<file path="config.mk">
export PLATFORM = sky130hd
export DESIGN_NAME = pmx_port_ctl
export DESIGN_NICKNAME = d
export VERILOG_FILES = /design/src/rtl/pmx_pkg.sv /design/src/rtl/pmx_ctl_seq.sv /design/src/rtl/pmx_ptr_bank.sv /design/src/rtl/pmx_mode_decode.sv /design/src/rtl/pmx_port_ctl.sv
export SDC_FILE = /design/constraint.sdc
export NUM_CORES = 1
export LEC_CHECK = 0
export BUFFER_PORTS_ARGS = -buffer_cell sky130_fd_sc_hd__buf_2
export CELL_PAD_IN_SITES_DETAIL_PLACEMENT = 1
export CELL_PAD_IN_SITES_GLOBAL_PLACEMENT = 2
export CORE_MARGIN = 3
export CORE_UTILIZATION = 30
export CTS_CLUSTER_SIZE = 16
export DETAILED_ROUTE_END_ITERATION = 10
export GPL_ROUTABILITY_DRIVEN = 0
export PLACE_DENSITY = 0.73
export SETUP_SLACK_MARGIN = 0.05
export SLEW_MARGIN = 20
export SYNTH_ARGS = -nofsm -noshare
export SYNTH_HDL_FRONTEND = slang
export SYNTH_SLANG_ARGS = --single-unit
</file>
<file path="constraint.sdc">
create_clock -name clk -period 9.1 [get_ports clk]
set_input_delay 0.455 -clock clk [delete_from_list [all_inputs] [get_ports clk]]
set_output_delay 0.455 -clock clk [all_outputs]
set_load 0.02 [all_outputs]
</file>
<file path="src/rtl/pmx_pkg.sv">
package pmx_pkg;

    localparam int WORD_W    = 16;
    localparam int NUM_PORTS = 6;
    localparam int NUM_SLOTS = 2 * NUM_PORTS;
    localparam int SLOT_W    = $clog2(NUM_SLOTS);
    localparam int NIBBLES   = WORD_W / 4;
    localparam logic [2:0] SEL_CTL = 3'd6;
    localparam logic [2:0] SEL_ACC = 3'd7;

    typedef enum logic [1:0] {CS_IDLE, CS_HAVE, CS_SET} ctl_state_e;
    typedef enum logic [2:0] {MK_NONE, MK_DRAM, MK_CELL, MK_IRAM, MK_ROM} mem_kind_e;
    typedef enum logic [1:0] {RS_REG, RS_DRAM, RS_ROM} rsp_src_e;
    typedef enum logic {PH_RUN, PH_MERGE} phase_e;

    typedef struct packed {
        logic [WORD_W-1:0] mode;
        logic [WORD_W-1:0] addr;
    } ptr_t;

    typedef struct packed {
        mem_kind_e         kind;
        logic              ow;
        logic [WORD_W-1:0] step;
    } xfer_plan_t;

    function automatic logic [WORD_W-1:0] step_of(input logic [WORD_W-1:0] mode);
        logic [WORD_W-1:0] mag;
        case (mode[13:11])
            3'd0:    mag = '0;
            3'd7:    mag = WORD_W'(128);
            default: mag = WORD_W'(1) << (mode[13:11] - 3'd1);
        endcase
        return mode[15] ? (~mag + WORD_W'(1)) : mag;
    endfunction

    function automatic logic [WORD_W-1:0] rot_nib(input logic [WORD_W-1:0] w);
        return {w[WORD_W-5:0], w[WORD_W-1:WORD_W-4]};
    endfunction

    function automatic logic [WORD_W-1:0] ow_merge(input logic [WORD_W-1:0] old_w,
                                                   input logic [WORD_W-1:0] new_w);
        logic [WORD_W-1:0] res;
        for (int n = 0; n < NIBBLES; n++) begin
            res[n*4 +: 4] = (new_w[n*4 +: 4] != 4'h0) ? new_w[n*4 +: 4] : old_w[n*4 +: 4];
        end
        return res;
    endfunction

endpackage

</file>
<file path="src/rtl/pmx_ctl_seq.sv">
module pmx_ctl_seq
    import pmx_pkg::*;
(
    input  logic              clk,
    input  logic              rst,
    input  logic              ctl_wr,
    input  logic              ctl_rd,
    input  logic              acc_rd,
    input  logic              port_hit,
    input  logic [WORD_W-1:0] wdata,
    input  logic              load_en,
    input  ptr_t              load_val,
    output ctl_state_e        state,
    output ptr_t              value,
    output logic [WORD_W-1:0] rd_word
);

    always_ff @(posedge clk) begin
        if (rst) begin
            state <= CS_IDLE;
            value <= '0;
        end else begin
            if (ctl_wr) begin
                if (state == CS_HAVE) begin
                    value.mode <= wdata;
                    state      <= CS_SET;
                end else begin
                    value.addr <= wdata;
                    state      <= CS_HAVE;
                end
            end else if (ctl_rd) begin
                state <= (state == CS_HAVE) ? CS_SET : CS_HAVE;
            end else if (acc_rd || port_hit) begin
                state <= CS_IDLE;
            end
            if (load_en) begin
                value <= load_val;
            end
        end
    end

    assign rd_word = (state == CS_HAVE) ? rot_nib(value.addr) : value.addr;

    p_mode_load_r1: assert property (@(posedge clk) disable iff (rst)
        (ctl_wr && state == CS_HAVE) |=> (state == CS_SET && value.mode == $past(wdata)));

    p_acc_clears_r5: assert property (@(posedge clk) disable iff (rst)
        acc_rd |=> (state == CS_IDLE));

    p_port_clears_r4: assert property (@(posedge clk) disable iff (rst)
        port_hit |=> (state == CS_IDLE));

endmodule

</file>
<file path="src/rtl/pmx_ptr_bank.sv">
module pmx_ptr_bank
    import pmx_pkg::*;
(
    input  logic              clk,
    input  logic              rst,
    input  logic              wr_en,
    input  logic [SLOT_W-1:0] wr_idx,
    input  ptr_t              wr_val,
    input  logic [SLOT_W-1:0] rd_idx,
    output ptr_t              rd_val
);

    ptr_t slot_q [NUM_SLOTS];

    generate
        for (genvar s = 0; s < NUM_SLOTS; s++) begin : g_slot
            always_ff @(posedge clk) begin
                if (rst) begin
                    slot_q[s] <= '0;
                end else if (wr_en && wr_idx == SLOT_W'(s)) begin
                    slot_q[s] <= wr_val;
                end
            end
        end
    endgenerate

    always_comb begin
        rd_val = '0;
        for (int s = 0; s < NUM_SLOTS; s++) begin
            if (rd_idx == SLOT_W'(s)) rd_val = slot_q[s];
        end
    end

endmodule

</file>
<file path="src/rtl/pmx_mode_decode.sv">
module pmx_mode_decode
    import pmx_pkg::*;
(
    input  logic       is_write,
    input  ptr_t       ptr,
    output xfer_plan_t plan
);

    logic [WORD_W-1:0] m;
    assign m = ptr.mode;

    always_comb begin
        plan = '{kind: MK_NONE, ow: 1'b0, step: '0};
        if (is_write) begin
            if ((m & 16'h43FF) == 16'h0018) begin
                plan = '{kind: MK_DRAM, ow: m[10], step: step_of(m)};
            end else if ((m & 16'hFBFF) == 16'h4018) begin
                plan = '{kind: MK_CELL, ow: m[10],
                         step: ptr.addr[0] ? WORD_W'(31) : WORD_W'(1)};
            end else if ((m & 16'h47FF) == 16'h001C) begin
                plan = '{kind: MK_IRAM, ow: 1'b0, step: step_of(m)};
            end
        end else begin
            if ((m & 16'hFFF0) == 16'h0800) begin
                plan = '{kind: MK_ROM, ow: 1'b0, step: WORD_W'(1)};
            end else if ((m & 16'h47FF) == 16'h0018) begin
                plan = '{kind: MK_DRAM, ow: 1'b0, step: step_of(m)};
            end
        end
    end

endmodule

</file>
<file path="src/rtl/pmx_port_ctl.sv">
module pmx_port_ctl
    import pmx_pkg::*;
#(
    parameter int IRAM_AW    = 10,
    parameter int ROM_BANK_W = 4,
    parameter int XFER_PORT  = 4,
    parameter int ST_W       = 2
) (
    input  logic                         clk,
    input  logic                         rst,
    input  logic                         acc_valid,
    output logic                         acc_ready,
    input  logic                         acc_write,
    input  logic [2:0]                   acc_sel,
    input  logic [WORD_W-1:0]            acc_wdata,
    input  logic [ST_W-1:0]              acc_status,
    output logic                         rsp_valid,
    output logic                         rsp_plain,
    output logic [WORD_W-1:0]            rsp_data,
    output logic                         dram_re,
    output logic                         dram_we,
    output logic [WORD_W-1:0]            dram_addr,
    output logic [WORD_W-1:0]            dram_wdata,
    input  logic [WORD_W-1:0]            dram_rdata,
    output logic                         iram_we,
    output logic [IRAM_AW-1:0]           iram_addr,
    output logic [WORD_W-1:0]            iram_wdata,
    output logic                         rom_re,
    output logic [ROM_BANK_W+WORD_W-1:0] rom_addr,
    input  logic [WORD_W-1:0]            rom_rdata
);

    phase_e            phase;
    rsp_src_e          src_q;
    logic [WORD_W-1:0] reg_q;
    logic [WORD_W-1:0] pend_addr, pend_data;

    ctl_state_e        cst;
    ptr_t              ctl_val, cur, nxt;
    logic [WORD_W-1:0] ctl_word;
    xfer_plan_t        plan;

    logic              fire, is_port, latch, gate, do_xfer, ow_go;
    logic [SLOT_W-1:0] slot_idx;

    assign acc_ready = (phase == PH_RUN);
    assign fire      = acc_valid && acc_ready;
    assign is_port   = (acc_sel < 3'(NUM_PORTS));
    assign slot_idx  = acc_write ? SLOT_W'(acc_sel) + SLOT_W'(NUM_PORTS) : SLOT_W'(acc_sel);
    assign latch     = fire && is_port && (cst == CS_SET);
    assign gate      = (acc_sel == 3'(XFER_PORT)) || (|acc_status);
    assign do_xfer   = fire && is_port && (cst != CS_SET) && gate && (plan.kind != MK_NONE);
    assign ow_go     = do_xfer && acc_write && plan.ow;
    assign nxt       = '{mode: cur.mode, addr: cur.addr + plan.step};

    pmx_ctl_seq u_ctl (
        .clk      (clk),
        .rst      (rst),
        .ctl_wr   (fire && acc_sel == SEL_CTL && acc_write),
        .ctl_rd   (fire && acc_sel == SEL_CTL && !acc_write),
        .acc_rd   (fire && acc_sel == SEL_ACC && !acc_write),
        .port_hit (fire && is_port),
        .wdata    (acc_wdata),
        .load_en  (do_xfer),
        .load_val (nxt),
        .state    (cst),
        .value    (ctl_val),
        .rd_word  (ctl_word)
    );

    pmx_ptr_bank u_bank (
        .clk    (clk),
        .rst    (rst),
        .wr_en  (latch || do_xfer),
        .wr_idx (slot_idx),
        .wr_val (latch ? ctl_val : nxt),
        .rd_idx (slot_idx),
        .rd_val (cur)
    );

    pmx_mode_decode u_dec (
        .is_write (acc_write),
        .ptr      (cur),
        .plan     (plan)
    );

    // Memory side: accept-cycle commands, plus the merge write of an overwrite.
    assign dram_re    = do_xfer && (acc_write ? plan.ow : (plan.kind == MK_DRAM));
    assign dram_we    = (phase == PH_MERGE) ||
                        (do_xfer && acc_write && !plan.ow &&
                         (plan.kind == MK_DRAM || plan.kind == MK_CELL));
    assign dram_addr  = (phase == PH_MERGE) ? pend_addr : cur.addr;
    assign dram_wdata = (phase == PH_MERGE) ? ow_merge(dram_rdata, pend_data) : acc_wdata;
    assign iram_we    = do_xfer && acc_write && (plan.kind == MK_IRAM);
    assign iram_addr  = cur.addr[IRAM_AW-1:0];
    assign iram_wdata = acc_wdata;
    assign rom_re     = do_xfer && (plan.kind == MK_ROM);
    assign rom_addr   = {cur.mode[ROM_BANK_W-1:0], cur.addr};

    always_ff @(posedge clk) begin
        if (rst) begin
            phase     <= PH_RUN;
            rsp_valid <= 1'b0;
            rsp_plain <= 1'b0;
            src_q     <= RS_REG;
            reg_q     <= '0;
            pend_addr <= '0;
            pend_data <= '0;
        end else begin
            phase     <= ow_go ? PH_MERGE : PH_RUN;
            rsp_valid <= fire;
            rsp_plain <= fire && is_port && !latch && !do_xfer;
            if (ow_go) begin
                pend_addr <= cur.addr;
                pend_data <= acc_wdata;
            end
            if (fire) begin
                src_q <= RS_REG;
                reg_q <= '0;
                if (acc_sel == SEL_CTL && !acc_write) begin
                    reg_q <= ctl_word;
                end else if (do_xfer && !acc_write) begin
                    src_q <= (plan.kind == MK_ROM) ? RS_ROM : RS_DRAM;
                end
            end
        end
    end

    always_comb begin
        case (src_q)
            RS_DRAM: rsp_data = dram_rdata;
            RS_ROM:  rsp_data = rom_rdata;
            default: rsp_data = reg_q;
        endcase
    end

    p_rsp_follows_r14: assert property (@(posedge clk) disable iff (rst)
        fire |=> rsp_valid);

    p_rsp_only_after_r14: assert property (@(posedge clk) disable iff (rst)
        !fire |=> !rsp_valid);

    p_merge_one_cycle_r9: assert property (@(posedge clk) disable iff (rst)
        !acc_ready |=> acc_ready);

    p_merge_writes_r9: assert property (@(posedge clk) disable iff (rst)
        !acc_ready |-> (dram_we && !dram_re && !iram_we && !rom_re));

    p_latch_quiet_r3: assert property (@(posedge clk) disable iff (rst)
        latch |-> (!dram_we && !dram_re && !iram_we && !rom_re));

    p_single_target_r10: assert property (@(posedge clk) disable iff (rst)
        $countones({dram_we, iram_we, rom_re}) <= 1);

endmodule

</file>
==> run_summary.xml <==
<?xml version="1.0" encoding="UTF-8"?>
<metrics>
  <group name="logic_synthesis">
    <metric name="netlist_instances" unit="">2272</metric>
    <metric name="synthAdderAreaFrac" unit="%">1.18</metric>
    <metric name="post-synth-top-area-cell" unit="">sky130_fd_sc_hd__edfxtp_1</metric>
    <metric name="mapped_cell_area" unit="mm^2">0.0239</metric>
    <metric name="mappedNetlistNets" unit="">2351</metric>
    <metric name="portion_of_the_post_synthesis_area_used_by_sequential_elements" unit="%">55.5</metric>
    <metric name="ys.warnings.count" unit="">0</metric>
    <metric name="ys_seq_elements" unit="">471</metric>
    <metric name="synthSimpleGateAreaFrac" unit="%">15.5</metric>
    <metric name="synth_compound_gate_area_share" unit="%">15.5</metric>
    <metric name="async_reset_ff_share" unit="%">0</metric>
    <metric name="synth_top_family_by_area" unit="">compound AO/OA/AOI/OAI gates</metric>
    <metric name="synthFlopType" unit="">sky130_fd_sc_hd__edfxtp_1</metric>
    <metric name="yosys.cell_types.count" unit="">106</metric>
    <metric name="synth-edff-count" unit="">384</metric>
    <metric name="xor_and_xnor_area_share_after_synthesis" unit="%">0.712</metric>
    <metric name="avgSynthCellArea" unit="um^2">10.5</metric>
    <metric name="synth.area.mux_share" unit="%">5.81</metric>
    <metric name="synthTopCellsByArea" unit="">sky130_fd_sc_hd__edfxtp_1, sky130_fd_sc_hd__nor2_1, sky130_fd_sc_hd__dfxtp_1</metric>
    <metric name="synth_top_cell_area_share" unit="%">48.2</metric>
  </group>
  <group name="critical_path">
    <metric name="timing.rr.start" unit="">u_bank.slot_q[2][56]</metric>
    <metric name="r2r_end" unit="">u_bank.slot_q[1][15]</metric>
    <metric name="worst-endpoint-arrival" unit="ps">8090</metric>
    <metric name="crit_path_max_incr_delay" unit="ps">870</metric>
    <metric name="worstSetupEndpoint" unit="">u_bank.slot_q[1][15]</metric>
    <metric name="worst-endpoint-required" unit="ps">9410</metric>
    <metric name="timing_worst_setup_path_type" unit="">in -&gt; reg</metric>
    <metric name="ff2ff_setup_slack" unit="ps">2480</metric>
    <metric name="critical_path.startpoint_type" unit="">input port</metric>
    <metric name="r2r.worst_path.cells" unit="">21</metric>
    <metric name="timing.critical_path.slowest_stage_cell" unit="">sky130_fd_sc_hd__nand3b_1</metric>
    <metric name="critPathCaptureType" unit="">flop</metric>
    <metric name="critical-path-top-cell-by-count" unit="">sky130_fd_sc_hd__a21oi_1</metric>
    <metric name="path_max_fanout" unit="">16</metric>
    <metric name="cp_cell_sequence" unit="">buf_2 &gt; inv_1 &gt; ha_1 &gt; nand2b_1 &gt; nand3b_1 &gt; a21oi_1 &gt; o31ai_1 &gt; a221o_2 &gt; nor4_4 &gt; nand3_1 &gt; a21oi_1 &gt; a21oi_1 &gt; a21oi_1 &gt; ha_1 &gt; a21oi_1 &gt; o211ai_1 &gt; a211oi_1 &gt; a21oi_1 &gt; a211oi_1 &gt; o21bai_1 &gt; a21oi_1 &gt; nor3_1 &gt; mux2i_1 &gt; a31oi_1</metric>
    <metric name="worst_setup_path_startpoint" unit="">acc_sel[2]</metric>
  </group>
  <group name="floorplanning">
    <metric name="top_level_ports" unit="">158</metric>
    <metric name="die_h" unit="um">288</metric>
    <metric name="initial_utilization" unit="%">30.6</metric>
    <metric name="die_x" unit="um">288</metric>
    <metric name="core_area" unit="mm^2">0.0782</metric>
    <metric name="row_cnt" unit="">102</metric>
    <metric name="floorplan.die_area" unit="mm^2">0.0831</metric>
  </group>
  <group name="clock_tree">
    <metric name="root_buffer" unit="">sky130_fd_sc_hd__clkbuf_16</metric>
    <metric name="path_clk_slew" unit="ps">60</metric>
    <metric name="inserted_clock_buffers" unit="">53</metric>
    <metric name="cts_setup_buffers" unit="">0</metric>
    <metric name="hold_buffers" unit="">0</metric>
    <metric name="htreeDepth" unit="">2</metric>
    <metric name="worstSkewPairLatency" unit="ps">620</metric>
    <metric name="ctsResizeCount" unit="">0</metric>
    <metric name="clkSinkCount" unit="">471</metric>
    <metric name="max-clock-path-buffers" unit="">3</metric>
    <metric name="tritoncts" unit="">built</metric>
  </group>
  <group name="final_layout">
    <metric name="nets" unit="">2417</metric>
    <metric name="layout.cell_area.non_filler" unit="mm^2">0.0271</metric>
    <metric name="final_cells" unit="">3421</metric>
    <metric name="num_antenna_cells" unit="">0</metric>
    <metric name="filler_cells" unit="">8710</metric>
    <metric name="drive_above_1_share" unit="%">18.6</metric>
    <metric name="areaGrowthSynthToFinish" unit="%">13.2</metric>
    <metric name="fin_util" unit="%">34.6</metric>
  </group>
  <group name="route">
    <metric name="ant_nets" unit="">0</metric>
    <metric name="vias" unit="">19013</metric>
    <metric name="drt_iter0_drc" unit="">1860</metric>
    <metric name="detailedRoute.firstPassIterationCount" unit="">5</metric>
    <metric name="drt_wl_total" unit="um">92100</metric>
    <metric name="route.detailed.vias_per_inst" unit="">5.56</metric>
    <metric name="post_drt_wl_per_cell" unit="um">26.9</metric>
    <metric name="drc_errors" unit="">0</metric>
  </group>
  <group name="placement">
    <metric name="place.detailed.instances" unit="">3323</metric>
    <metric name="pre_cts_ws" unit="ps">952</metric>
    <metric name="dp.final_hpwl" unit="um">62600</metric>
    <metric name="numPortBuffers" unit="">157</metric>
    <metric name="total_cell_area_at_the_placement_stage" unit="mm^2">0.0253</metric>
  </group>
  <group name="sta">
    <metric name="max_slew_margin" unit="%">23.6</metric>
    <metric name="finalHoldWorstSlack" unit="ps">224</metric>
    <metric name="fin_crit" unit="ps">7770</metric>
    <metric name="fmax" unit="MHz">129</metric>
    <metric name="setup-violations-final" unit="">0</metric>
    <metric name="postLayoutSetupSlackWorst" unit="ps">1330</metric>
    <metric name="setup-tns-final" unit="ps">0</metric>
    <metric name="finalCritPeriodShare" unit="%">85.4</metric>
    <metric name="report.final.slew_viol_count" unit="">0</metric>
    <metric name="final_hold_vios" unit="">0</metric>
    <metric name="setup_repair_after_global_routing_missed_its_margin" unit="">no</metric>
    <metric name="clock-skew-final" unit="ps">30.9</metric>
    <metric name="tightestPinTransition" unit="ps">1130</metric>
  </group>
  <group name="flow_run">
    <metric name="drv_cap" unit="">0</metric>
  </group>
  <group name="grt">
    <metric name="global_route.usage.met2" unit="%">36.1</metric>
    <metric name="grt_usage" unit="%">21.6</metric>
    <metric name="grt_antenna_before_repair" unit="">2</metric>
    <metric name="gr_layer_usage_met3" unit="%">2.95</metric>
    <metric name="grt_pass1_vias" unit="">19384</metric>
    <metric name="grt_pass1_wl" unit="um">133000</metric>
    <metric name="grt_busiest_layer" unit="">met2</metric>
    <metric name="overflow" unit="">0</metric>
    <metric name="grtUsageMet1" unit="%">28.7</metric>
    <metric name="largest_net_degree_at_the_start_of_global_routing" unit="">58</metric>
  </group>
  <group name="min_path">
    <metric name="hp-start" unit="">acc_wdata[6]</metric>
    <metric name="hp-class" unit="">in -&gt; reg</metric>
  </group>
  <group name="pwr">
    <metric name="total_power" unit="mW">5.32</metric>
    <metric name="power_density" unit="mW/mm^2">196</metric>
    <metric name="vdd_drop_max" unit="mV">0.154</metric>
    <metric name="power.leakage" unit="nW">9.69</metric>
  </group>
  <group name="status">
    <metric name="outcome" unit="">finished, final reports clean</metric>
  </group>
</metrics>
worst max-delay path, delay by kind of cell:
| family | cells | cell delay, ps |
|---|---|---|
| buffers and inverters | 2 | 350 |
| adders and majority gates | 2 | 810 |
| and+or+nand+nor | 5 | 2010 |
| muxes | 1 | 790 |
| AOI/OAI and AO/OA | 14 | 3660 |
routing by layer:
metal  vias up  share of wire [%]  wire (um)
met4         0                3.6       3270
met5         -                  0          0
met3       167                6.0       5490
li1       8347                  -          -
met1      9800                 42      39000
met2       699                 48      44300
layout make-up:
type	instances	area (um^2)	area share [%]
inverter	22	82.6	0.305
clock inverter	25	211	0.781
multi-input combinational	1560	9410	34.8
tap	1040	1300	4.81
clock buffer	73	1460	5.40
sequential	471	13300	49.0
timing repair buffer	230	1340	4.94
where the power goes:
group          switching (mW)  leakage [nW]  internal, mW
Clock                   0.915         0.818          1.21
Combinational           0.576          4.43         0.206
Sequential             0.0230          4.45          2.39
state kept, by name, summed over array words and instances, names as in the netlist, 2 cells and up:
| register | cells |
|---|---|
| pend_addr | 16 |
| u_ctl.state | 2 |
| u_ctl.value | 32 |
| src_q | 2 |
| u_bank.slot_q | 384 |
| reg_q | 16 |
| pend_data | 16 |
synthesized netlist by cell type, types with 14 or more instances:
| library cell | n |
|---|---|
| sky130_fd_sc_hd__clkbuf_8 | 14 |
| sky130_fd_sc_hd__mux2_2 | 38 |
| sky130_fd_sc_hd__inv_1 | 21 |
| sky130_fd_sc_hd__and3_1 | 14 |
| sky130_fd_sc_hd__o21a_1 | 17 |
| sky130_fd_sc_hd__dfxtp_1 | 87 |
| sky130_fd_sc_hd__a21oi_1 | 168 |
| sky130_fd_sc_hd__mux2i_1 | 96 |
| sky130_fd_sc_hd__o21ai_0 | 113 |
| sky130_fd_sc_hd__o22ai_1 | 14 |
| sky130_fd_sc_hd__a221oi_1 | 31 |
| sky130_fd_sc_hd__a31oi_1 | 23 |
| sky130_fd_sc_hd__buf_2 | 56 |
| sky130_fd_sc_hd__a22oi_1 | 42 |
| sky130_fd_sc_hd__nand2_1 | 167 |
| sky130_fd_sc_hd__nor2_1 | 520 |
| sky130_fd_sc_hd__clkbuf_1 | 91 |
| sky130_fd_sc_hd__nand3_1 | 34 |
| sky130_fd_sc_hd__buf_4 | 36 |
| sky130_fd_sc_hd__ha_1 | 21 |
| sky130_fd_sc_hd__edfxtp_1 | 384 |
| sky130_fd_sc_hd__a211oi_1 | 23 |
kinds of logic after synthesis:
group,Yosys count
AO/OA/AOI/OAI,540
flip-flops,471
multiplexers,134
AND/OR/NAND/NOR,848
XOR/XNOR,16
adder cells (fa/ha/maj),22
buffers and inverters,241
cell usage in the layout, fill, tap and decap left out, types with 10 or more instances in the layout:
cell and instances:
sky130_fd_sc_hd__ha_1 21, sky130_fd_sc_hd__xnor2_1 10, sky130_fd_sc_hd__edfxtp_1 384, sky130_fd_sc_hd__nand3b_1 11, sky130_fd_sc_hd__dfxtp_1 86, sky130_fd_sc_hd__o211ai_4 11
sky130_fd_sc_hd__a221oi_1 31, sky130_fd_sc_hd__a31oi_1 23, sky130_fd_sc_hd__a222oi_1 13, sky130_fd_sc_hd__nor2_1 519, sky130_fd_sc_hd__a21oi_1 166, sky130_fd_sc_hd__a211oi_1 23
sky130_fd_sc_hd__and2_1 13, sky130_fd_sc_hd__clkbuf_1 14, sky130_fd_sc_hd__buf_2 155, sky130_fd_sc_hd__buf_4 75, sky130_fd_sc_hd__mux2i_1 93, sky130_fd_sc_hd__a311oi_1 11
sky130_fd_sc_hd__o22ai_1 13, sky130_fd_sc_hd__a22oi_1 42, sky130_fd_sc_hd__nor3_1 11, sky130_fd_sc_hd__nand2b_1 11, sky130_fd_sc_hd__o21ai_0 110, sky130_fd_sc_hd__clkinv_1 11
sky130_fd_sc_hd__clkbuf_16 53, sky130_fd_sc_hd__nand3_1 34, sky130_fd_sc_hd__mux2_2 38, sky130_fd_sc_hd__and3_1 14, sky130_fd_sc_hd__inv_1 20, sky130_fd_sc_hd__nand2_1 167
worst min path at each step:
stage                           end  slack, ps  cells past startpoint
finish              u_ctl.value[22]        220                      3
global route        u_ctl.value[22]        210                      3
CTS                 u_ctl.value[22]        190                      3
detailed placement         reg_q[4]        480                      2
global placement           src_q[1]        470                      2
floorplan           u_ctl.value[21]        440                      2
No activity file was read; power rests on OpenSTA's default activity.
